## src/rtl/i2c_dual_target_pkg.sv

```systemverilog
// Shared types and constants for the dual-address I2C target.
// Assumes 8-bit bytes and 7-bit addresses on the bus.
package i2c_dual_target_pkg;

    localparam int BYTE_W   = 8;
    localparam int ADDR_W   = 7;
    localparam int NUM_ERR  = 3;
    localparam int ERR_OVF  = 0;
    localparam int ERR_OVR  = 1;
    localparam int ERR_DNAK = 2;

    typedef enum logic [3:0] {
        ST_IDLE,
        ST_ADDR,
        ST_ADDR_ACK,
        ST_RX_BITS,
        ST_RX_ACK,
        ST_TX_BITS,
        ST_TX_ACK,
        ST_SUSPEND,
        ST_IGNORE
    } tgt_state_e;

endpackage

```

## src/rtl/i2c_line_sampler.sv

```systemverilog
// Synchronizes SCL and SDA and flags edges and bus conditions.
// Assumes both lines idle high. START and STOP are recognised only when
// SCL is high in two successive samples.
module i2c_line_sampler #(
    parameter int SYNC_STAGES = 2
) (
    input  logic clk,
    input  logic rst_n,
    input  logic scl_in,
    input  logic sda_in,
    output logic sda_lvl,
    output logic scl_rise,
    output logic scl_fall,
    output logic start_det,
    output logic stop_det
);

    logic [SYNC_STAGES-1:0] scl_sh, sda_sh;
    logic scl_d, sda_d, scl_now;

    // Shift both lines through the synchronizer chains and keep the previous level.
    always_ff @(posedge clk) begin
        if (!rst_n) begin
            scl_sh <= '1;
            sda_sh <= '1;
            scl_d  <= 1'b1;
            sda_d  <= 1'b1;
        end else begin
            scl_sh <= {scl_sh[SYNC_STAGES-2:0], scl_in};
            sda_sh <= {sda_sh[SYNC_STAGES-2:0], sda_in};
            scl_d  <= scl_sh[SYNC_STAGES-1];
            sda_d  <= sda_sh[SYNC_STAGES-1];
        end
    end

    // Decode edges and conditions from the current and previous samples.
    always_comb begin
        scl_now   = scl_sh[SYNC_STAGES-1];
        sda_lvl   = sda_sh[SYNC_STAGES-1];
        scl_rise  = scl_now & ~scl_d;
        scl_fall  = ~scl_now & scl_d;
        start_det = scl_now & scl_d & sda_d & ~sda_lvl;
        stop_det  = scl_now & scl_d & ~sda_d & sda_lvl;
    end

endmodule

```

## src/rtl/i2c_addr_match.sv

```systemverilog
// Compares a received 7-bit address against NUM_SLOTS enabled slots.
// The lowest-numbered hitting slot wins. Purely combinational.
module i2c_addr_match #(
    parameter int NUM_SLOTS = 2,
    parameter int AW        = 7,
    localparam int IDX_W    = (NUM_SLOTS > 1) ? $clog2(NUM_SLOTS) : 1
) (
    input  logic [NUM_SLOTS-1:0][AW-1:0] slot_addr,
    input  logic [NUM_SLOTS-1:0]         slot_en,
    input  logic [AW-1:0]                rx_addr,
    output logic                         hit,
    output logic [IDX_W-1:0]             hit_idx
);

    logic [NUM_SLOTS-1:0] hit_vec;

    for (genvar g = 0; g < NUM_SLOTS; g++) begin : g_slot
        assign hit_vec[g] = slot_en[g] && (slot_addr[g] == rx_addr);
    end

    // Pick the lowest hitting slot index.
    always_comb begin
        hit_idx = '0;
        for (int i = NUM_SLOTS - 1; i >= 0; i--) begin
            if (hit_vec[i]) hit_idx = IDX_W'(i);
        end
        hit = |hit_vec;
    end

endmodule

```

## src/rtl/i2c_err_status.sv

```systemverilog
// Holds the sticky error flags (write-one-to-clear) and pulses the error event.
// A set in the same cycle as a clear wins.
module i2c_err_status #(
    parameter int NUM_ERR = 3
) (
    input  logic               clk,
    input  logic               rst_n,
    input  logic [NUM_ERR-1:0] err_set,
    input  logic [NUM_ERR-1:0] err_clr,
    output logic [NUM_ERR-1:0] err_q,
    output logic               ev_error
);

    // Update the sticky flags and register the error pulse.
    always_ff @(posedge clk) begin
        if (!rst_n) begin
            err_q    <= '0;
            ev_error <= 1'b0;
        end else begin
            err_q    <= (err_q & ~err_clr) | err_set;
            ev_error <= |err_set;
        end
    end

    for (genvar g = 0; g < NUM_ERR; g++) begin : g_chk
        AST_ERR_STICKY: assert property (@(posedge clk) disable iff (!rst_n)
            (err_q[g] && !err_clr[g]) |=> err_q[g]);
        AST_ERR_CLEAR: assert property (@(posedge clk) disable iff (!rst_n)
            (err_clr[g] && !err_set[g]) |=> !err_q[g]);
    end

endmodule

```

## src/rtl/i2c_tgt_engine.sv

```systemverilog
// Bit and byte sequencer of the I2C target: address phase, receive, transmit,
// acknowledge handling, read suspend and the byte counters.
// Assumes edge and condition pulses from i2c_line_sampler and a transmit
// memory whose data is valid in the same cycle as its address.
module i2c_tgt_engine
    import i2c_dual_target_pkg::*;
#(
    parameter int CNT_W = 8,
    parameter int IDX_W = 1
) (
    input  logic               clk,
    input  logic               rst_n,
    input  logic               sda_lvl,
    input  logic               scl_rise,
    input  logic               scl_fall,
    input  logic               start_det,
    input  logic               stop_det,
    input  logic               hit,
    input  logic [IDX_W-1:0]   hit_idx,
    output logic [ADDR_W-1:0]  addr_rx,
    input  logic               rd_suspend_en,
    input  logic [BYTE_W-1:0]  fill_byte,
    input  logic [CNT_W-1:0]   rx_max,
    input  logic [CNT_W-1:0]   tx_max,
    input  logic               task_prep_tx,
    input  logic               task_resume,
    input  logic               task_stop,
    output logic               sda_oe_q,
    output logic               scl_hold_q,
    output logic               rx_we_q,
    output logic [CNT_W-1:0]   rx_waddr_q,
    output logic [BYTE_W-1:0]  rx_wdata_q,
    output logic [CNT_W-1:0]   tx_raddr,
    input  logic [BYTE_W-1:0]  tx_rdata,
    output logic [CNT_W-1:0]   rx_amt_q,
    output logic [CNT_W-1:0]   tx_amt_q,
    output logic [IDX_W-1:0]   match_q,
    output logic               ev_read_q,
    output logic               ev_write_q,
    output logic               ev_stopped_q,
    output logic [NUM_ERR-1:0] err_set_q
);

    tgt_state_e        state_q;
    logic [BYTE_W-1:0] shift_q;
    logic [3:0]        bit_cnt_q;
    logic              dir_rd_q, active_q, tx_ready_q, cur_buf_q, ack_q;
    logic              tx_in_range;
    logic [BYTE_W-1:0] load_byte;

    // Pick the next transmit byte: buffered data or the fill byte.
    always_comb begin
        tx_raddr    = tx_amt_q;
        tx_in_range = (tx_amt_q < tx_max);
        load_byte   = tx_in_range ? tx_rdata : fill_byte;
        addr_rx     = shift_q[BYTE_W-1:1];
    end

    // Main sequencer: bus conditions first, then per-state bit handling.
    always_ff @(posedge clk) begin
        if (!rst_n) begin
            state_q      <= ST_IDLE;
            shift_q      <= '0;
            bit_cnt_q    <= '0;
            dir_rd_q     <= 1'b0;
            active_q     <= 1'b0;
            tx_ready_q   <= 1'b0;
            cur_buf_q    <= 1'b0;
            ack_q        <= 1'b0;
            sda_oe_q     <= 1'b0;
            rx_we_q      <= 1'b0;
            rx_waddr_q   <= '0;
            rx_wdata_q   <= '0;
            rx_amt_q     <= '0;
            tx_amt_q     <= '0;
            match_q      <= '0;
            ev_read_q    <= 1'b0;
            ev_write_q   <= 1'b0;
            ev_stopped_q <= 1'b0;
            err_set_q    <= '0;
        end else begin
            rx_we_q      <= 1'b0;
            ev_read_q    <= 1'b0;
            ev_write_q   <= 1'b0;
            ev_stopped_q <= 1'b0;
            err_set_q    <= '0;
            if (task_prep_tx) tx_ready_q <= 1'b1;

            if (task_stop) begin
                state_q      <= ST_IDLE;
                sda_oe_q     <= 1'b0;
                active_q     <= 1'b0;
                ev_stopped_q <= 1'b1;
            end else if (start_det) begin
                state_q   <= ST_ADDR;
                bit_cnt_q <= '0;
                sda_oe_q  <= 1'b0;
            end else if (stop_det) begin
                state_q      <= ST_IDLE;
                sda_oe_q     <= 1'b0;
                ev_stopped_q <= active_q;
                active_q     <= 1'b0;
            end else begin
                case (state_q)
                    ST_ADDR: begin
                        if (scl_rise) begin
                            shift_q   <= {shift_q[BYTE_W-2:0], sda_lvl};
                            bit_cnt_q <= bit_cnt_q + 4'd1;
                        end else if (scl_fall && bit_cnt_q == 4'd8) begin
                            if (hit) begin
                                state_q  <= ST_ADDR_ACK;
                                sda_oe_q <= 1'b1;
                                match_q  <= hit_idx;
                                active_q <= 1'b1;
                                dir_rd_q <= shift_q[0];
                                if (shift_q[0]) begin
                                    ev_read_q  <= 1'b1;
                                    tx_amt_q   <= '0;
                                    tx_ready_q <= 1'b0;
                                end else begin
                                    ev_write_q <= 1'b1;
                                    rx_amt_q   <= '0;
                                end
                            end else begin
                                state_q <= ST_IGNORE;
                            end
                        end
                    end
                    ST_ADDR_ACK: begin
                        if (scl_fall) begin
                            bit_cnt_q <= '0;
                            if (dir_rd_q && rd_suspend_en) begin
                                state_q  <= ST_SUSPEND;
                                sda_oe_q <= 1'b0;
                            end else if (dir_rd_q) begin
                                state_q   <= ST_TX_BITS;
                                shift_q   <= load_byte;
                                sda_oe_q  <= ~load_byte[BYTE_W-1];
                                cur_buf_q <= tx_in_range;
                                err_set_q[ERR_OVR] <= ~tx_in_range;
                            end else begin
                                state_q  <= ST_RX_BITS;
                                sda_oe_q <= 1'b0;
                            end
                        end
                    end
                    ST_SUSPEND: begin
                        if (task_resume && tx_ready_q) begin
                            state_q    <= ST_TX_BITS;
                            tx_ready_q <= 1'b0;
                            shift_q    <= load_byte;
                            sda_oe_q   <= ~load_byte[BYTE_W-1];
                            cur_buf_q  <= tx_in_range;
                            err_set_q[ERR_OVR] <= ~tx_in_range;
                        end
                    end
                    ST_TX_BITS: begin
                        if (scl_rise) begin
                            bit_cnt_q <= bit_cnt_q + 4'd1;
                            if (bit_cnt_q == 4'd7 && cur_buf_q) tx_amt_q <= tx_amt_q + 1'b1;
                        end else if (scl_fall) begin
                            if (bit_cnt_q == 4'd8) begin
                                state_q  <= ST_TX_ACK;
                                sda_oe_q <= 1'b0;
                            end else begin
                                shift_q  <= {shift_q[BYTE_W-2:0], 1'b0};
                                sda_oe_q <= ~shift_q[BYTE_W-2];
                            end
                        end
                    end
                    ST_TX_ACK: begin
                        if (scl_rise) begin
                            ack_q <= ~sda_lvl;
                        end else if (scl_fall) begin
                            bit_cnt_q <= '0;
                            if (ack_q) begin
                                state_q   <= ST_TX_BITS;
                                shift_q   <= load_byte;
                                sda_oe_q  <= ~load_byte[BYTE_W-1];
                                cur_buf_q <= tx_in_range;
                                err_set_q[ERR_OVR] <= ~tx_in_range;
                            end else begin
                                state_q <= ST_IGNORE;
                                err_set_q[ERR_DNAK] <= 1'b1;
                            end
                        end
                    end
                    ST_RX_BITS: begin
                        if (scl_rise) begin
                            shift_q   <= {shift_q[BYTE_W-2:0], sda_lvl};
                            bit_cnt_q <= bit_cnt_q + 4'd1;
                        end else if (scl_fall && bit_cnt_q == 4'd8) begin
                            bit_cnt_q <= '0;
                            if (rx_amt_q < rx_max) begin
                                state_q    <= ST_RX_ACK;
                                sda_oe_q   <= 1'b1;
                                rx_we_q    <= 1'b1;
                                rx_waddr_q <= rx_amt_q;
                                rx_wdata_q <= shift_q;
                                rx_amt_q   <= rx_amt_q + 1'b1;
                            end else begin
                                state_q <= ST_IGNORE;
                                err_set_q[ERR_OVF] <= 1'b1;
                            end
                        end
                    end
                    ST_RX_ACK: begin
                        if (scl_fall) begin
                            state_q  <= ST_RX_BITS;
                            sda_oe_q <= 1'b0;
                        end
                    end
                    default: ;
                endcase
            end
        end
    end

    // Hold SCL low one cycle after entering suspend, release one cycle after leaving.
    always_ff @(posedge clk) begin
        if (!rst_n) scl_hold_q <= 1'b0;
        else        scl_hold_q <= (state_q == ST_SUSPEND);
    end

    AST_RX_WITHIN_MAX: assert property (@(posedge clk) disable iff (!rst_n)
        rx_we_q |-> (rx_waddr_q < rx_max));
    AST_IGNORE_QUIET: assert property (@(posedge clk) disable iff (!rst_n)
        (state_q == ST_IGNORE) |-> !sda_oe_q);
    AST_HOLD_NEEDS_SUSPEND: assert property (@(posedge clk) disable iff (!rst_n)
        $rose(scl_hold_q) |-> $past(rd_suspend_en));
    AST_EVENT_EXCLUSIVE: assert property (@(posedge clk) disable iff (!rst_n)
        $onehot0({ev_read_q, ev_write_q, ev_stopped_q}));

endmodule

```

## src/rtl/i2c_dual_target.sv

```systemverilog
// Top of the dual-address I2C target: line sampler, address matcher,
// sequencer and error status. Open-drain outputs request a low level;
// the pad and pull-ups are outside this block.
module i2c_dual_target
    import i2c_dual_target_pkg::*;
#(
    parameter int CNT_W       = 8,
    parameter int SYNC_STAGES = 2
) (
    input  logic               clk,
    input  logic               rst_n,
    input  logic               scl_in,
    input  logic               sda_in,
    output logic               scl_drive_low,
    output logic               sda_drive_low,
    input  logic [6:0]         slot0_addr,
    input  logic               slot0_en,
    input  logic [6:0]         slot1_addr,
    input  logic               slot1_en,
    input  logic [7:0]         fill_byte,
    input  logic               rd_suspend_en,
    input  logic [CNT_W-1:0]   rx_max,
    input  logic [CNT_W-1:0]   tx_max,
    input  logic               task_prep_tx,
    input  logic               task_resume,
    input  logic               task_stop,
    input  logic [2:0]         err_clear,
    output logic               rx_wr_en,
    output logic [CNT_W-1:0]   rx_wr_addr,
    output logic [7:0]         rx_wr_data,
    output logic [CNT_W-1:0]   tx_rd_addr,
    input  logic [7:0]         tx_rd_data,
    output logic               ev_read,
    output logic               ev_write,
    output logic               ev_stopped,
    output logic               ev_error,
    output logic [2:0]         err_flags,
    output logic [CNT_W-1:0]   rx_amount,
    output logic [CNT_W-1:0]   tx_amount,
    output logic               match_index
);

    localparam int NUM_SLOTS = 2;
    localparam int IDX_W     = 1;

    logic sda_lvl, scl_rise, scl_fall, start_det, stop_det;
    logic hit;
    logic [IDX_W-1:0] hit_idx, match_q;
    logic [ADDR_W-1:0] addr_rx;
    logic [NUM_ERR-1:0] err_set;
    logic [NUM_SLOTS-1:0][ADDR_W-1:0] slot_addr;
    logic [NUM_SLOTS-1:0] slot_en;

    assign slot_addr   = {slot1_addr, slot0_addr};
    assign slot_en     = {slot1_en, slot0_en};
    assign match_index = match_q[0];

    i2c_line_sampler #(.SYNC_STAGES(SYNC_STAGES)) u_sampler (
        .clk       (clk),
        .rst_n     (rst_n),
        .scl_in    (scl_in),
        .sda_in    (sda_in),
        .sda_lvl   (sda_lvl),
        .scl_rise  (scl_rise),
        .scl_fall  (scl_fall),
        .start_det (start_det),
        .stop_det  (stop_det)
    );

    i2c_addr_match #(.NUM_SLOTS(NUM_SLOTS), .AW(ADDR_W)) u_match (
        .slot_addr (slot_addr),
        .slot_en   (slot_en),
        .rx_addr   (addr_rx),
        .hit       (hit),
        .hit_idx   (hit_idx)
    );

    i2c_tgt_engine #(.CNT_W(CNT_W), .IDX_W(IDX_W)) u_engine (
        .clk           (clk),
        .rst_n         (rst_n),
        .sda_lvl       (sda_lvl),
        .scl_rise      (scl_rise),
        .scl_fall      (scl_fall),
        .start_det     (start_det),
        .stop_det      (stop_det),
        .hit           (hit),
        .hit_idx       (hit_idx),
        .addr_rx       (addr_rx),
        .rd_suspend_en (rd_suspend_en),
        .fill_byte     (fill_byte),
        .rx_max        (rx_max),
        .tx_max        (tx_max),
        .task_prep_tx  (task_prep_tx),
        .task_resume   (task_resume),
        .task_stop     (task_stop),
        .sda_oe_q      (sda_drive_low),
        .scl_hold_q    (scl_drive_low),
        .rx_we_q       (rx_wr_en),
        .rx_waddr_q    (rx_wr_addr),
        .rx_wdata_q    (rx_wr_data),
        .tx_raddr      (tx_rd_addr),
        .tx_rdata      (tx_rd_data),
        .rx_amt_q      (rx_amount),
        .tx_amt_q      (tx_amount),
        .match_q       (match_q),
        .ev_read_q     (ev_read),
        .ev_write_q    (ev_write),
        .ev_stopped_q  (ev_stopped),
        .err_set_q     (err_set)
    );

    i2c_err_status #(.NUM_ERR(NUM_ERR)) u_status (
        .clk      (clk),
        .rst_n    (rst_n),
        .err_set  (err_set),
        .err_clr  (err_clear),
        .err_q    (err_flags),
        .ev_error (ev_error)
    );

endmodule

```

## config.mk

```make
export PLATFORM = sky130hd
export DESIGN_NAME = i2c_dual_target
export DESIGN_NICKNAME = d
export VERILOG_FILES = /design/src/rtl/i2c_dual_target_pkg.sv /design/src/rtl/i2c_line_sampler.sv /design/src/rtl/i2c_addr_match.sv /design/src/rtl/i2c_err_status.sv /design/src/rtl/i2c_tgt_engine.sv /design/src/rtl/i2c_dual_target.sv
export SDC_FILE = /design/constraint.sdc
export NUM_CORES = 1
export LEC_CHECK = 0
export BUFFER_PORTS_ARGS = -buffer_cell sky130_fd_sc_hd__clkbuf_2
export CORE_MARGIN = 2
export CORE_UTILIZATION = 39
export DETAILED_ROUTE_END_ITERATION = 10
export HOLD_SLACK_MARGIN = 0.05
export PLACE_DENSITY_LB_ADDON = 0.08
export SLEW_MARGIN = 5
export SYNTH_ARGS = -nofsm -noshare
export SYNTH_HDL_FRONTEND = slang
export SYNTH_SLANG_ARGS = --single-unit
```

## constraint.sdc

```tcl
create_clock -name clk -period 5.7 [get_ports clk]
set_clock_uncertainty 0.15 [all_clocks]
set_input_delay 0.57 -clock clk [delete_from_list [all_inputs] [get_ports clk]]
set_output_delay 0.57 -clock clk [all_outputs]
set_load 0.005 [all_outputs]
```

Word level (Yosys, flattened, before mapping)
Index checks and enable logic that the tools add are counted.
- register bits after elaboration: 73
- order comparisons: 2
- add/subtract/negate cells: 3
- eq/ne operators: 51
- reduce and logical (&&, ||, !) cells: 37
- multiplexer cells: 112
- bitwise gates (word level): 28
- operator list (kind ; number):
    two-way mux 8 bit ; 25
    two-way mux 4 bit ; 22
    two-way mux 1 bit ; 54
    one-hot mux 8 bit (5 select lines) ; 1
    != test 4 x 3 -> 1 bit (second input constant) ; 9
    one-hot mux 8 bit (2 select lines) ; 2
    != test 2 x 1 -> 1 bit (second input constant) ; 15
    AND reduction 15 bit ; 2
    one-hot mux 4 bit (7 select lines) ; 1
    AND reduction 13 bit ; 2
    AND reduction 11 bit ; 2
    equality test 4 x 3 -> 1 bit (second input constant) ; 5
    != test 2 bit (second input constant) ; 10
    inverter 1 bit ; 18
    adder 8 x 1 -> 8 bit (second input constant) ; 2
    < comparator 8 bit ; 2
    != test 4 bit (second input constant) ; 4
    one-hot mux 4 bit (4 select lines) ; 1
    equality test 7 bit ; 2
    AND reduction 7 bit ; 2
    OR reduction 7 bit ; 2
    AND reduction 10 bit ; 1
    AND reduction 5 bit ; 2
    nonzero test 2 bit ; 5
    other kinds (24) ; 42

Longest topological paths before layout
Gate-level depths: netlist of the first run.
- depth after elaboration: 10
- gate-level depth with buffers: 10

Hierarchy
A second synthesis of the first run with hierarchy kept.
- cell total of the unflattened synthesis: 525
- area total of the unflattened synthesis: 4464.3 sq um
- modules (own cells, without submodules) (module ; instances ; area each (sq um) ; cells an instance):
    i2c_tgt_engine ; 1 ; 3980.1 ; 477
    i2c_line_sampler ; 1 ; 190.2 ; 16
    i2c_addr_match ; 1 ; 163.9 ; 21
    i2c_err_status ; 1 ; 130.1 ; 11

Worst setup path after synthesis of the first run
OpenSTA, ideal clock, no wires.
- kind: input port to flip-flop
- start point: input tx_max[2]
- end point: register u_engine.shift_q[0]
- slack: 3.217 ns
- data arrival time: 2.191 ns
- cell stages on the path: 9
- buffers on the path: 1
- cell sequence: inv_1 ha_1 a211o_1 a31oi_1 o311a_1 buf_2 mux2_2 a22oi_1 a21oi_1
- cells in the longest elaborated chain, start to end: 6
- elaborated cells between the ends (all ways): 10
- those cells by class: order compare: 1; mux: 9
- RTL lines (element ; line ; text):
    from (decl) ; i2c_dual_target.sv:23 ; input logic [CNT_W-1:0] tx_max,
    < comparator 8 bit * ; i2c_tgt_engine.sv:54 ; tx_in_range = (tx_amt_q < tx_max);
    two-way mux 8 bit * ; i2c_tgt_engine.sv:55 ; load_byte = tx_in_range ? tx_rdata : fill_byte;
    two-way mux 8 bit (on tied branches) ; i2c_tgt_engine.sv:176, i2c_tgt_engine.sv:135 ;
    two-way mux 8 bit (on tied branches) ; i2c_tgt_engine.sv:174, i2c_tgt_engine.sv:132 ;
    two-way mux 8 bit (on tied branches) ; i2c_tgt_engine.sv:172, i2c_tgt_engine.sv:130 ;
    one-hot mux 8 bit (5 select lines) * ; i2c_tgt_engine.sv:104 ; case (state_q)
    to (signal assigned) ; i2c_tgt_engine.sv:107 ; shift_q <= {shift_q[BYTE_W-2:0], sda_lvl};
    to (signal assigned) ; i2c_tgt_engine.sv:178 ; shift_q <= load_byte;
    to (signal assigned) ; i2c_tgt_engine.sv:190 ; shift_q <= {shift_q[BYTE_W-2:0], sda_lvl};
    to (decl) ; i2c_tgt_engine.sv:45 ; logic [BYTE_W-1:0] shift_q;
Every way passes the cells marked *; elsewhere a longest branch is shown, timed or not. The select of a mux whose other input is x is not followed.
A chain may end at the register's enable or synchronous reset.

Worst setup path after layout of the first run
- start point: register u_engine.state_q[1]
- end point: register u_engine.rx_wdata_q[7]
- cells in the longest elaborated chain, start to end: 2
- RTL lines (element ; line ; text):
    from (decl) ; i2c_tgt_engine.sv:44 ; tgt_state_e state_q;
    from (signal assigned) ; i2c_tgt_engine.sv:62 ; state_q <= ST_IDLE;
    from (signal assigned) ; i2c_tgt_engine.sv:90 ; state_q <= ST_IDLE;
    from (signal assigned) ; i2c_tgt_engine.sv:95 ; state_q <= ST_ADDR;
    equality test 4 x 2 -> 1 bit ; i2c_tgt_engine.sv:104 ;
    AND reduction 7 bit (no source line) ; - ;
    to (signal assigned) ; i2c_tgt_engine.sv:199 ; rx_wdata_q <= shift_q;
    to (decl) ; i2c_tgt_engine.sv:32 ; output logic [BYTE_W-1:0] rx_wdata_q,
Every way passes these cells.

==> results of run 1 <==
==> cells in the mapped netlist (3+ instances only) <==
cell	count	area [um2]
sky130_fd_sc_hd__dfxtp_1	73	1460
sky130_fd_sc_hd__nor2_1	43	161
sky130_fd_sc_hd__mux2i_1	37	370
sky130_fd_sc_hd__nand2_1	29	109
sky130_fd_sc_hd__inv_1	28	105
sky130_fd_sc_hd__a21oi_1	27	135
sky130_fd_sc_hd__nand3_1	25	125
sky130_fd_sc_hd__ha_1	18	225
sky130_fd_sc_hd__o21ai_0	14	70.1
sky130_fd_sc_hd__xnor2_1	14	123
sky130_fd_sc_hd__nand3b_1	13	97.6
sky130_fd_sc_hd__clkbuf_1	12	45.0
sky130_fd_sc_hd__nand4_1	12	75.1
sky130_fd_sc_hd__nand2b_1	11	68.8
sky130_fd_sc_hd__a211oi_1	10	75.1
sky130_fd_sc_hd__buf_2	10	50.1
sky130_fd_sc_hd__o22ai_1	10	62.6
sky130_fd_sc_hd__buf_4	9	67.6
sky130_fd_sc_hd__mux2_2	7	78.8
sky130_fd_sc_hd__and3_1	6	37.5
sky130_fd_sc_hd__nor2b_1	6	37.5
sky130_fd_sc_hd__nor3_1	6	30.0
sky130_fd_sc_hd__a2111oi_2	5	75.1
sky130_fd_sc_hd__or4_1	5	37.5
sky130_fd_sc_hd__a211o_1	4	35.0
sky130_fd_sc_hd__a22oi_1	4	30.0
sky130_fd_sc_hd__nor4_1	4	25.0
sky130_fd_sc_hd__o21ai_1	4	20.0
sky130_fd_sc_hd__a2111o_1	3	33.8
sky130_fd_sc_hd__a31oi_1	3	18.8
sky130_fd_sc_hd__and2_1	3	18.8
sky130_fd_sc_hd__or3_1	3	18.8
==> cells by family (layout without fill, tap and decap cells) <==
kind of cell | after synthesis | count (layout) | synth area share [%]
buffers and inverters | 64 | 159 | 6.74
flip-flops | 73 | 73 | 33.5
XOR/XNOR | 15 | 15 | 3.01
multiplexers | 44 | 44 | 10.3
adder cells (fa/ha/maj) | 18 | 18 | 5.17
AO/OA/AOI/OAI | 106 | 106 | 17.7
AND/OR/NAND/NOR | 183 | 183 | 23.5
==> final cells by class <==
class / count / area share [%]
Timing Repair Buffer: 113 / 11.2
Multi-Input combinational cell: 366 / 50.6
Sequential cell: 73 / 28.4
Tap cell: 140 / 3.40
Clock buffer: 9 / 2.41
Clock inverter: 7 / 1.85
Inverter: 30 / 2.19
==> registers in the layout, summed over array words and instances, names as in the netlist, 2 cells and up <==
register	cells
u_engine.rx_waddr_q	8
u_engine.rx_amt_q	8
u_sampler.sda_sh	2
u_engine.err_set_q	3
u_status.err_q	3
u_engine.shift_q	8
u_engine.state_q	4
u_engine.rx_wdata_q	8
u_engine.bit_cnt_q	4
u_sampler.scl_sh	2
u_engine.tx_amt_q	8
==> routing by layer <==
layer	global-route usage, %	vias to the layer above	part of all wire, %
met5	0	-	0
met4	6.33	0	1.2
met3	4.92	10	6.2
met2	32.4	131	45
met1	28.4	1868	48
li1	-	2014	-
==> worst reg2reg max path, delay by kind of cell (launching register included) <==
| kind | cells | cell delay, ns |
|---|---|---|
| and+or+nand+nor | 3 | 1.38 |
| buffers and inverters | 1 | 0.20 |
| muxes | 1 | 0.39 |
| DFF | 1 | 0.72 |
==> per-stage QoR <==
stage	utilization [%]	setup slack, ns	power (mW)
2_1_floorplan	-	3.22	0.574
3_3_place_gp	45.3	2.61	0.606
3_5_place_dp	45.3	2.55	0.607
4_1_cts	47.3	2.71	1.06
5_1_grt	47.3	2.45	1.09
6_report	47.3	2.75	1.05
==> worst max path at each step <==
stage                        endpoint  slack (ns)
2_1_floorplan     u_engine.shift_q[0]        3.22
3_3_place_gp   u_engine.rx_wdata_q[3]        2.61
3_5_place_dp   u_engine.rx_wdata_q[6]        2.55
4_1_cts        u_engine.rx_wdata_q[6]        2.71
5_1_grt        u_engine.rx_wdata_q[5]        2.45
6_report       u_engine.rx_wdata_q[7]        2.75
==> power by group through the flow <==
stage               clock (mW)  sequential [mW]  combinational (mW)
finish                   0.452            0.517              0.0784
CTS                      0.462            0.517              0.0790
global route             0.484            0.518              0.0886
floorplan                    0            0.527              0.0473
detailed placement           0            0.529              0.0786
global placement             0            0.529              0.0772
==> metrics.log, run 1 <==
[metrics] I/O Buffers: 109
[metrics] number of setup buffers added after CTS: 0
[metrics] register clock-pin slew on the reported worst setup and hold paths: 0.08 ns
[metrics] category of the worst setup path capture point: flip-flop
[metrics] Yosys reg bits: 73
[metrics] end point of the worst hold path: u_sampler.scl_sh[0]
[metrics] RSZ-0062 raised after global routing: false
[metrics] via density per instance: 5.45
[metrics] synthesis warning total: 0
[metrics] distinct cell type count of the synthesized netlist: 70
[metrics] pin count of the biggest net entering global routing: 50
[metrics] number of remaining DRC errors: 0
[metrics] maximum single-stage delay on the critical path: 0.81 ns
[metrics] arrival time at the worst endpoint: 3.03 ns
[metrics] Setup CP Type: flip-flop to flip-flop
[metrics] most frequent cells in the layout: 109 x sky130_fd_sc_hd__clkbuf_2, 73 x sky130_fd_sc_hd__dfxtp_1, 43 x sky130_fd_sc_hd__nor2_1, 37 x sky130_fd_sc_hd__mux2i_1, 29 x sky130_fd_sc_hd__nand2_1
[metrics] Power Density: 203 nW/um2
[metrics] total overflow reported by the global router: 0
[metrics] max-cap violation count: 0
[metrics] Initial DRC Count: 206
[metrics] number of global-route vias before repair: 3878
[metrics] critical path buffer and inverter count: 1
[metrics] total inserted antenna cells: 0
[metrics] post-synthesis instance area: 4360 um2
[metrics] fraction of layout instances using a drive strength above 1: 25.8%
[metrics] number of enable flip-flop cells after synthesis: 0
[metrics] Cell Area, Placed: 4930 um2
[metrics] FMAX: 0.339 GHz
[metrics] Critical-path top delay cell: sky130_fd_sc_hd__nand3_1
[metrics] final instance count without filler cells: 738
[metrics] RePlAce Congestion: 0.904
[metrics] worst-path cell chain: inv_1, nor4_2, nand3_1, mux2i_1, nor2_1
[metrics] H-tree level count: 3
[metrics] worst r2r src: u_engine.state_q[1]
[metrics] worst vdd ir: 128 uV
[metrics] Fill cells: 1074
[metrics] synthesized netlist net count: 580
[metrics] per-cell routed wire length: 16.1 um
[metrics] Core Area: 10900 um2
[metrics] initial antenna violation count: 0
[metrics] Comb pwr share: 7.5%
[metrics] commonest non-fill, non-tap cell in the layout: sky130_fd_sc_hd__clkbuf_2
[metrics] insertion delay to the later sink of the worst-skew pair: 0.35 ns
[metrics] Hold Path Origin: scl_in
[metrics] required time of the critical path: 5.78 ns
[metrics] number of buffers on the longest clock path: 2
[metrics] fin area: 5150 um2
[metrics] cell-internal power: 0.794 mW
[metrics] Crit. path cell count: 5
[metrics] gate count after technology mapping: 503
[metrics] TNS Setup: 0 ns
[metrics] worst hold path type: primary input to flip-flop
[metrics] Hold Path Depth: 2
[metrics] final antenna-violating net count: 0
[metrics] reg-to-reg endpoint: u_engine.rx_wdata_q[7]
[metrics] kind of cell adding the most delay to the critical path: simple AND/OR/NAND/NOR gates
[metrics] leakage power of the design: 2.24 nW
[metrics] number of clock sinks: 73
[metrics] primary flip-flop cell chosen by synthesis mapping: sky130_fd_sc_hd__dfxtp_1
[metrics] post-synthesis async set-or-reset flop share: 0%
[metrics] number of instances in the placed design: 722
[metrics] I/O pin count: 110
[metrics] area of all sequential standard cells: 1460 um2
[metrics] share of synthesized area occupied by flip-flops and latches: 33.5%
[metrics] count of final setup violators: 0
[metrics] overall routed net length: 11900 um
[metrics] total number of nets in the final design: 670
[metrics] switching pwr: 0.253 mW
[metrics] overall die height: 110 um
[metrics] placed wire-length estimate after detailed placement: 8800 um
[metrics] DIE WIDTH: 110 um
[metrics] kind of start point of the critical path: flip-flop
[metrics] clock group share of total power: 43.2%
[metrics] worst-case hold slack: 0.251 ns
[metrics] CTS buffer count: 9
[metrics] initial core utilization: 40.0%
[metrics] detailed-router iteration count before antenna repair: 4
[metrics] total count of hold-check failures in the final report: 0
[metrics] Synth-to-Final Area Change: 18.1%
[metrics] footprint of the multi-input gates: 2600 um2
[metrics] number of instances resized during post-cts repair: 0
[metrics] final clock period utilization by the worst path: 51.8%
[metrics] root buffer cell: sky130_fd_sc_hd__clkbuf_8
[metrics] Crit. Startpoint: u_engine.state_q[1]
[metrics] Syn Area/Cell: 8.67 um2
[metrics] quantity of hold-fixing buffers added after cts: 0
[metrics] die footprint: 12000 um2
[metrics] switching share of power: 24.2%
[metrics] clock tree from TritonCTS: yes
[metrics] Worst Max-Slew Pin Slew: 0.993 ns
[metrics] count of cells along the worst register-to-register path: 5
[metrics] sequential group share of total power: 49.4%
[metrics] worst slew margin relative to its limit: 33.6%
[metrics] reg-to-reg slack, setup: 2.75 ns
[metrics] pins over their slew limit: 0
[metrics] peak fanout along the critical path: 17
[metrics] outcome: complete, no violations
[metrics] overall global routing resource usage: 20.8%
[metrics] wire length of the first global-routing pass: 19500 um
[metrics] standard-cell rows: 38
[metrics] via count: 4023
[metrics] minimum clock period: 2.95 ns
(Power assumes the default switching activity.)
==> inputs of run 2 (changes only) <==
Clock period 5.7 ns to 2.9 ns, I/O delays scaled along.
==> metrics.log, run 2 (same netlist as run 1, synthesis figures left out) <==
[metrics] outcome: complete, no violations
[metrics] Synth-to-Final Area Change: 21.0%
[metrics] Critical-path top delay cell: sky130_fd_sc_hd__dfxtp_1
[metrics] arrival time at the worst endpoint: 2.68 ns
[metrics] critical path buffer and inverter count: 1
[metrics] via count: 4062
[metrics] per-cell routed wire length: 16.3 um
[metrics] wire length of the first global-routing pass: 19500 um
[metrics] number of instances in the placed design: 733
[metrics] minimum clock period: 2.55 ns
[metrics] Worst Max-Slew Pin Slew: 1.02 ns
[metrics] total inserted antenna cells: 0
[metrics] worst hold path type: primary input to flip-flop
[metrics] TNS Setup: 0 ns
[metrics] overall global routing resource usage: 21.0%
[metrics] I/O Buffers: 109
[metrics] Setup CP Type: flip-flop to flip-flop
[metrics] maximum single-stage delay on the critical path: 0.46 ns
[metrics] DIE WIDTH: 110 um
[metrics] worst vdd ir: 236 uV
[metrics] worst slew margin relative to its limit: 31.4%
[metrics] detailed-router iteration count before antenna repair: 4
[metrics] placed wire-length estimate after detailed placement: 9310 um
[metrics] final instance count without filler cells: 752
[metrics] pin count of the biggest net entering global routing: 48
[metrics] total count of hold-check failures in the final report: 0
[metrics] commonest non-fill, non-tap cell in the layout: sky130_fd_sc_hd__clkbuf_2
[metrics] initial antenna violation count: 0
[metrics] worst-path cell chain: ha_1, a211o_1, a31oi_1, o311a_1, buf_4, mux2i_1, a21oi_1, a221oi_2
[metrics] Fill cells: 1096
[metrics] required time of the critical path: 3.02 ns
[metrics] number of global-route vias before repair: 3780
[metrics] count of final setup violators: 0
[metrics] Power Density: 394 nW/um2
[metrics] clock tree from TritonCTS: yes
[metrics] fraction of layout instances using a drive strength above 1: 26.8%
[metrics] Initial DRC Count: 210
[metrics] RePlAce Congestion: 0.961
[metrics] total number of nets in the final design: 684
[metrics] kind of cell adding the most delay to the critical path: compound AO/OA/AOI/OAI gates
[metrics] H-tree level count: 3
[metrics] final antenna-violating net count: 0
[metrics] number of remaining DRC errors: 0
[metrics] overall die height: 110 um
[metrics] number of buffers on the longest clock path: 2
[metrics] CTS buffer count: 9
[metrics] I/O pin count: 110
[metrics] kind of start point of the critical path: flip-flop
[metrics] category of the worst setup path capture point: flip-flop
[metrics] initial core utilization: 40.0%
[metrics] total overflow reported by the global router: 0
[metrics] most frequent cells in the layout: 109 x sky130_fd_sc_hd__clkbuf_2, 73 x sky130_fd_sc_hd__dfxtp_1, 43 x sky130_fd_sc_hd__nor2_1, 37 x sky130_fd_sc_hd__mux2i_1, 29 x sky130_fd_sc_hd__nand2_1
[metrics] number of clock sinks: 73
[metrics] insertion delay to the later sink of the worst-skew pair: 0.35 ns
[metrics] die footprint: 12000 um2
[metrics] root buffer cell: sky130_fd_sc_hd__clkbuf_8
[metrics] peak fanout along the critical path: 10
[metrics] RSZ-0062 raised after global routing: false
[metrics] standard-cell rows: 38
[metrics] fin area: 5270 um2
[metrics] FMAX: 0.392 GHz
[metrics] register clock-pin slew on the reported worst setup and hold paths: 0.08 ns
[metrics] Core Area: 10900 um2
[metrics] via density per instance: 5.40
[metrics] leakage power of the design: 2.32 nW
[metrics] max-cap violation count: 0
[metrics] pins over their slew limit: 0
[metrics] number of setup buffers added after CTS: 0
[metrics] overall routed net length: 12300 um
[metrics] Cell Area, Placed: 5020 um2
[metrics] final clock period utilization by the worst path: 88.0%
## run 2: what timing repair did
item                                   4_1_cts  5_1_grt
endpoints found under the hold margin        3        0
hold buffers                                 3        0
gates resized for setup                      0        0
## run 2: metal layers
layer / track usage (%) / vias up / share of wire, %
li1: - / 2046 / -
met1: 30.2 / 1871 / 47
met2: 31.4 / 133 / 45
met3: 3.08 / 12 / 6.3
met4: 8.23 / 0 / 1.5
met5: 0 / - / 0
## run 2: stage by stage
step,util [%],setup WS [ns],hold WS (ns),total power [mW]
final,48.4,0.347,0.0613,2.08
after global placement,46.1,0.408,0.241,1.20
after detailed placement,46.1,0.371,0.241,1.20
after CTS,48.4,0.349,0.0520,2.11
after floorplan,-,0.613,0.236,1.13
after global routing,48.4,0.151,0.0779,2.17
## run 2: worst paths after layout
check / from / cells past startpoint / slack (ns) / to
worst max-delay path: u_engine.tx_amt_q[2] / 8 / 0.35 / u_engine.sda_oe_q
worst min-delay path: err_clear[2] / 4 / 0.06 / u_status.err_q[2]
worst max register to register: u_engine.tx_amt_q[2] / 8 / 0.35 / u_engine.sda_oe_q
worst min register to register: u_sampler.scl_sh[0] / 1 / 0.26 / u_sampler.scl_sh[1]
## run 2: worst reg2reg max path: cells and delay by family, from the launching register on
| kind | cells | cell delay [ns] |
|---|---|---|
| adder cells (fa/ha/maj) | 1 | 0.30 |
| buffers and inverters | 1 | 0.21 |
| flip-flops | 1 | 0.46 |
| multiplexers | 1 | 0.31 |
| AO/OA/AOI/OAI | 5 | 1.05 |
## run 2: power breakdown
part	leakage [nW]	switching (mW)	internal, mW
combinational	1.63	0.0863	0.0757
sequential	0.590	0.00751	1.01
clock	0.0991	0.413	0.488
## run 2: cell type report
class,instances,area [um2],share of cell area [%]
inverter,30,113,2.14
timing repair buffer,127,701,13.3
sequential,73,1460,27.7
clock buffer,10,128,2.42
clock inverter,6,91.3,1.73
multi-input combinational,366,2600,49.4
tap,140,175,3.32
==> inputs of run 3 (changes only) <==
==> constraint.sdc (replaced) <==
create_clock -name clk -period 2.9 [get_ports clk]
set_clock_uncertainty 0.15 [all_clocks]
set_input_delay 0.725 -clock clk [delete_from_list [all_inputs] [get_ports clk]]
set_output_delay 0.725 -clock clk [all_outputs]
set_load 0.005 [all_outputs]
==> metrics.log, run 3 (same netlist as run 1, synthesis figures left out) <==
[metrics] outcome: complete, no violations
[metrics] number of clock sinks: 73
[metrics] leakage power of the design: 2.38 nW
[metrics] pins over their slew limit: 0
[metrics] commonest non-fill, non-tap cell in the layout: sky130_fd_sc_hd__clkbuf_2
[metrics] final clock period utilization by the worst path: 83.7%
[metrics] CTS buffer count: 9
[metrics] switching pwr: 0.501 mW
[metrics] reg-to-reg slack, setup: 0.47 ns
[metrics] root buffer cell: sky130_fd_sc_hd__clkbuf_8
[metrics] register clock-pin slew on the reported worst setup and hold paths: 0.09 ns
[metrics] worst vdd ir: 200 uV
[metrics] TNS Setup: 0 ns
[metrics] detailed-router iteration count before antenna repair: 7
[metrics] DIE WIDTH: 110 um
[metrics] initial core utilization: 40.0%
[metrics] Comb pwr share: 7.5%
[metrics] Fill cells: 1069
[metrics] total overflow reported by the global router: 0
[metrics] cell-internal power: 1.68 mW
[metrics] final antenna-violating net count: 0
[metrics] total number of nets in the final design: 692
[metrics] total count of hold-check failures in the final report: 0
[metrics] Core Area: 10900 um2
[metrics] worst hold path type: flip-flop to flip-flop
[metrics] clock group share of total power: 45.8%
[metrics] footprint of the multi-input gates: 2600 um2
[metrics] arrival time at the worst endpoint: 2.51 ns
[metrics] via density per instance: 5.45
[metrics] H-tree level count: 3
[metrics] I/O Buffers: 109
[metrics] overall routed net length: 12200 um
[metrics] worst slew margin relative to its limit: 43.6%
[metrics] fraction of layout instances using a drive strength above 1: 28.3%
[metrics] minimum clock period: 2.43 ns
[metrics] Worst Max-Slew Pin Slew: 0.844 ns
[metrics] required time of the critical path: 2.98 ns
[metrics] quantity of hold-fixing buffers added after cts: 0
[metrics] Final Total Pwr: 2.18 mW
[metrics] number of instances resized during post-cts repair: 0
[metrics] Initial DRC Count: 243
[metrics] overall global routing resource usage: 21.0%
[metrics] clock tree from TritonCTS: yes
[metrics] number of buffers on the longest clock path: 2
[metrics] sequential group share of total power: 46.6%
[metrics] kind of start point of the critical path: flip-flop
[metrics] wire length of the first global-routing pass: 19800 um
[metrics] most frequent cells in the layout: 109 x sky130_fd_sc_hd__clkbuf_2, 73 x sky130_fd_sc_hd__dfxtp_1, 43 x sky130_fd_sc_hd__nor2_1, 37 x sky130_fd_sc_hd__mux2i_1, 29 x sky130_fd_sc_hd__nand2_1
[metrics] per-cell routed wire length: 16.0 um
[metrics] RSZ-0062 raised after global routing: false
[metrics] initial antenna violation count: 0
[metrics] number of remaining DRC errors: 0
[metrics] total inserted antenna cells: 0
[metrics] Setup CP Type: flip-flop to flip-flop
[metrics] die footprint: 12000 um2
[metrics] insertion delay to the later sink of the worst-skew pair: 0.36 ns
[metrics] placed wire-length estimate after detailed placement: 9210 um
[metrics] FMAX: 0.412 GHz
[metrics] peak fanout along the critical path: 10
[metrics] overall die height: 110 um
[metrics] RePlAce Congestion: 0.870
[metrics] standard-cell rows: 38
[metrics] count of final setup violators: 0
[metrics] via count: 4136
[metrics] area of all sequential standard cells: 1460 um2
[metrics] number of global-route vias before repair: 3950
[metrics] utilization after layout: 49.1%
[metrics] switching share of power: 23.0%
[metrics] max-cap violation count: 0
[metrics] I/O pin count: 110
[metrics] pin count of the biggest net entering global routing: 48
[metrics] Synth-to-Final Area Change: 22.7%
[metrics] number of setup buffers added after CTS: 0
[metrics] category of the worst setup path capture point: flip-flop
[metrics] Power Density: 407 nW/um2
run 3: changes by cell type in the layout (fill, tap and decap cells not counted), sizes merged:
cell	change
buf	+11
dlygate4sd3	-3
clkinvlp	-3
clkinv	+2
inv	-1
bufinv	+1
run 3: worst paths after layout:
path / from / endpoint / cells after the start
worst min-delay path: u_sampler.sda_sh[0] / u_sampler.sda_sh[1] / 1
worst min register to register: u_sampler.sda_sh[0] / u_sampler.sda_sh[1] / 1
worst max register to register: u_engine.tx_amt_q[2] / u_engine.shift_q[4] / 8
worst max-delay path: u_engine.tx_amt_q[2] / u_engine.shift_q[4] / 8
run 3: area by class of cell:
cell class / instances / area share, %
multi-input combinational: 366 / 48.7
sequential: 73 / 27.3
timing repair buffer: 135 / 14.1
tap: 140 / 3.28
clock buffer: 10 / 2.57
inverter: 30 / 2.11
clock inverter: 5 / 1.94
run 3: power by group through the flow:
stage	Sequential, mW	Combinational, mW	Clock (mW)
floorplan	1.04	0.0929	0
detailed placement	1.04	0.163	0
finish	1.02	0.163	0.998
global placement	1.04	0.162	0
CTS	1.02	0.164	1.01
global route	1.02	0.183	1.06
run 3: critical path: stages, from the launching register on:
cell	delay, ns
sky130_fd_sc_hd__dfxtp_1	0.47
sky130_fd_sc_hd__ha_1	0.29
sky130_fd_sc_hd__a211o_1	0.29
sky130_fd_sc_hd__a31oi_1	0.13
sky130_fd_sc_hd__o311a_1	0.23
sky130_fd_sc_hd__buf_12	0.16
sky130_fd_sc_hd__mux2_2	0.33
sky130_fd_sc_hd__mux2i_1	0.15
sky130_fd_sc_hd__o22ai_1	0.10
run 3: per-stage QoR:
step	area (um2)	setup WS, ns	hold slack, ns	instances
CTS	5350	0.445	0.266	759
detailed placement	5110	0.0951	0.251	744
global placement	5110	0.150	0.240	744
finish	5350	0.472	0.264	759
floorplan	4360	0.262	0.236	503
global route	5350	0.271	0.291	759
run 3: routing by layer:
metal / GRT usage [%] / vias to the layer above / part of all wire (%)
met4: 6.96 / 0 / 1.7
met2: 33.2 / 142 / 46
met5: 0 / - / 0
met3: 4.56 / 19 / 6.0
met1: 28.3 / 1929 / 46
li1: - / 2046 / -
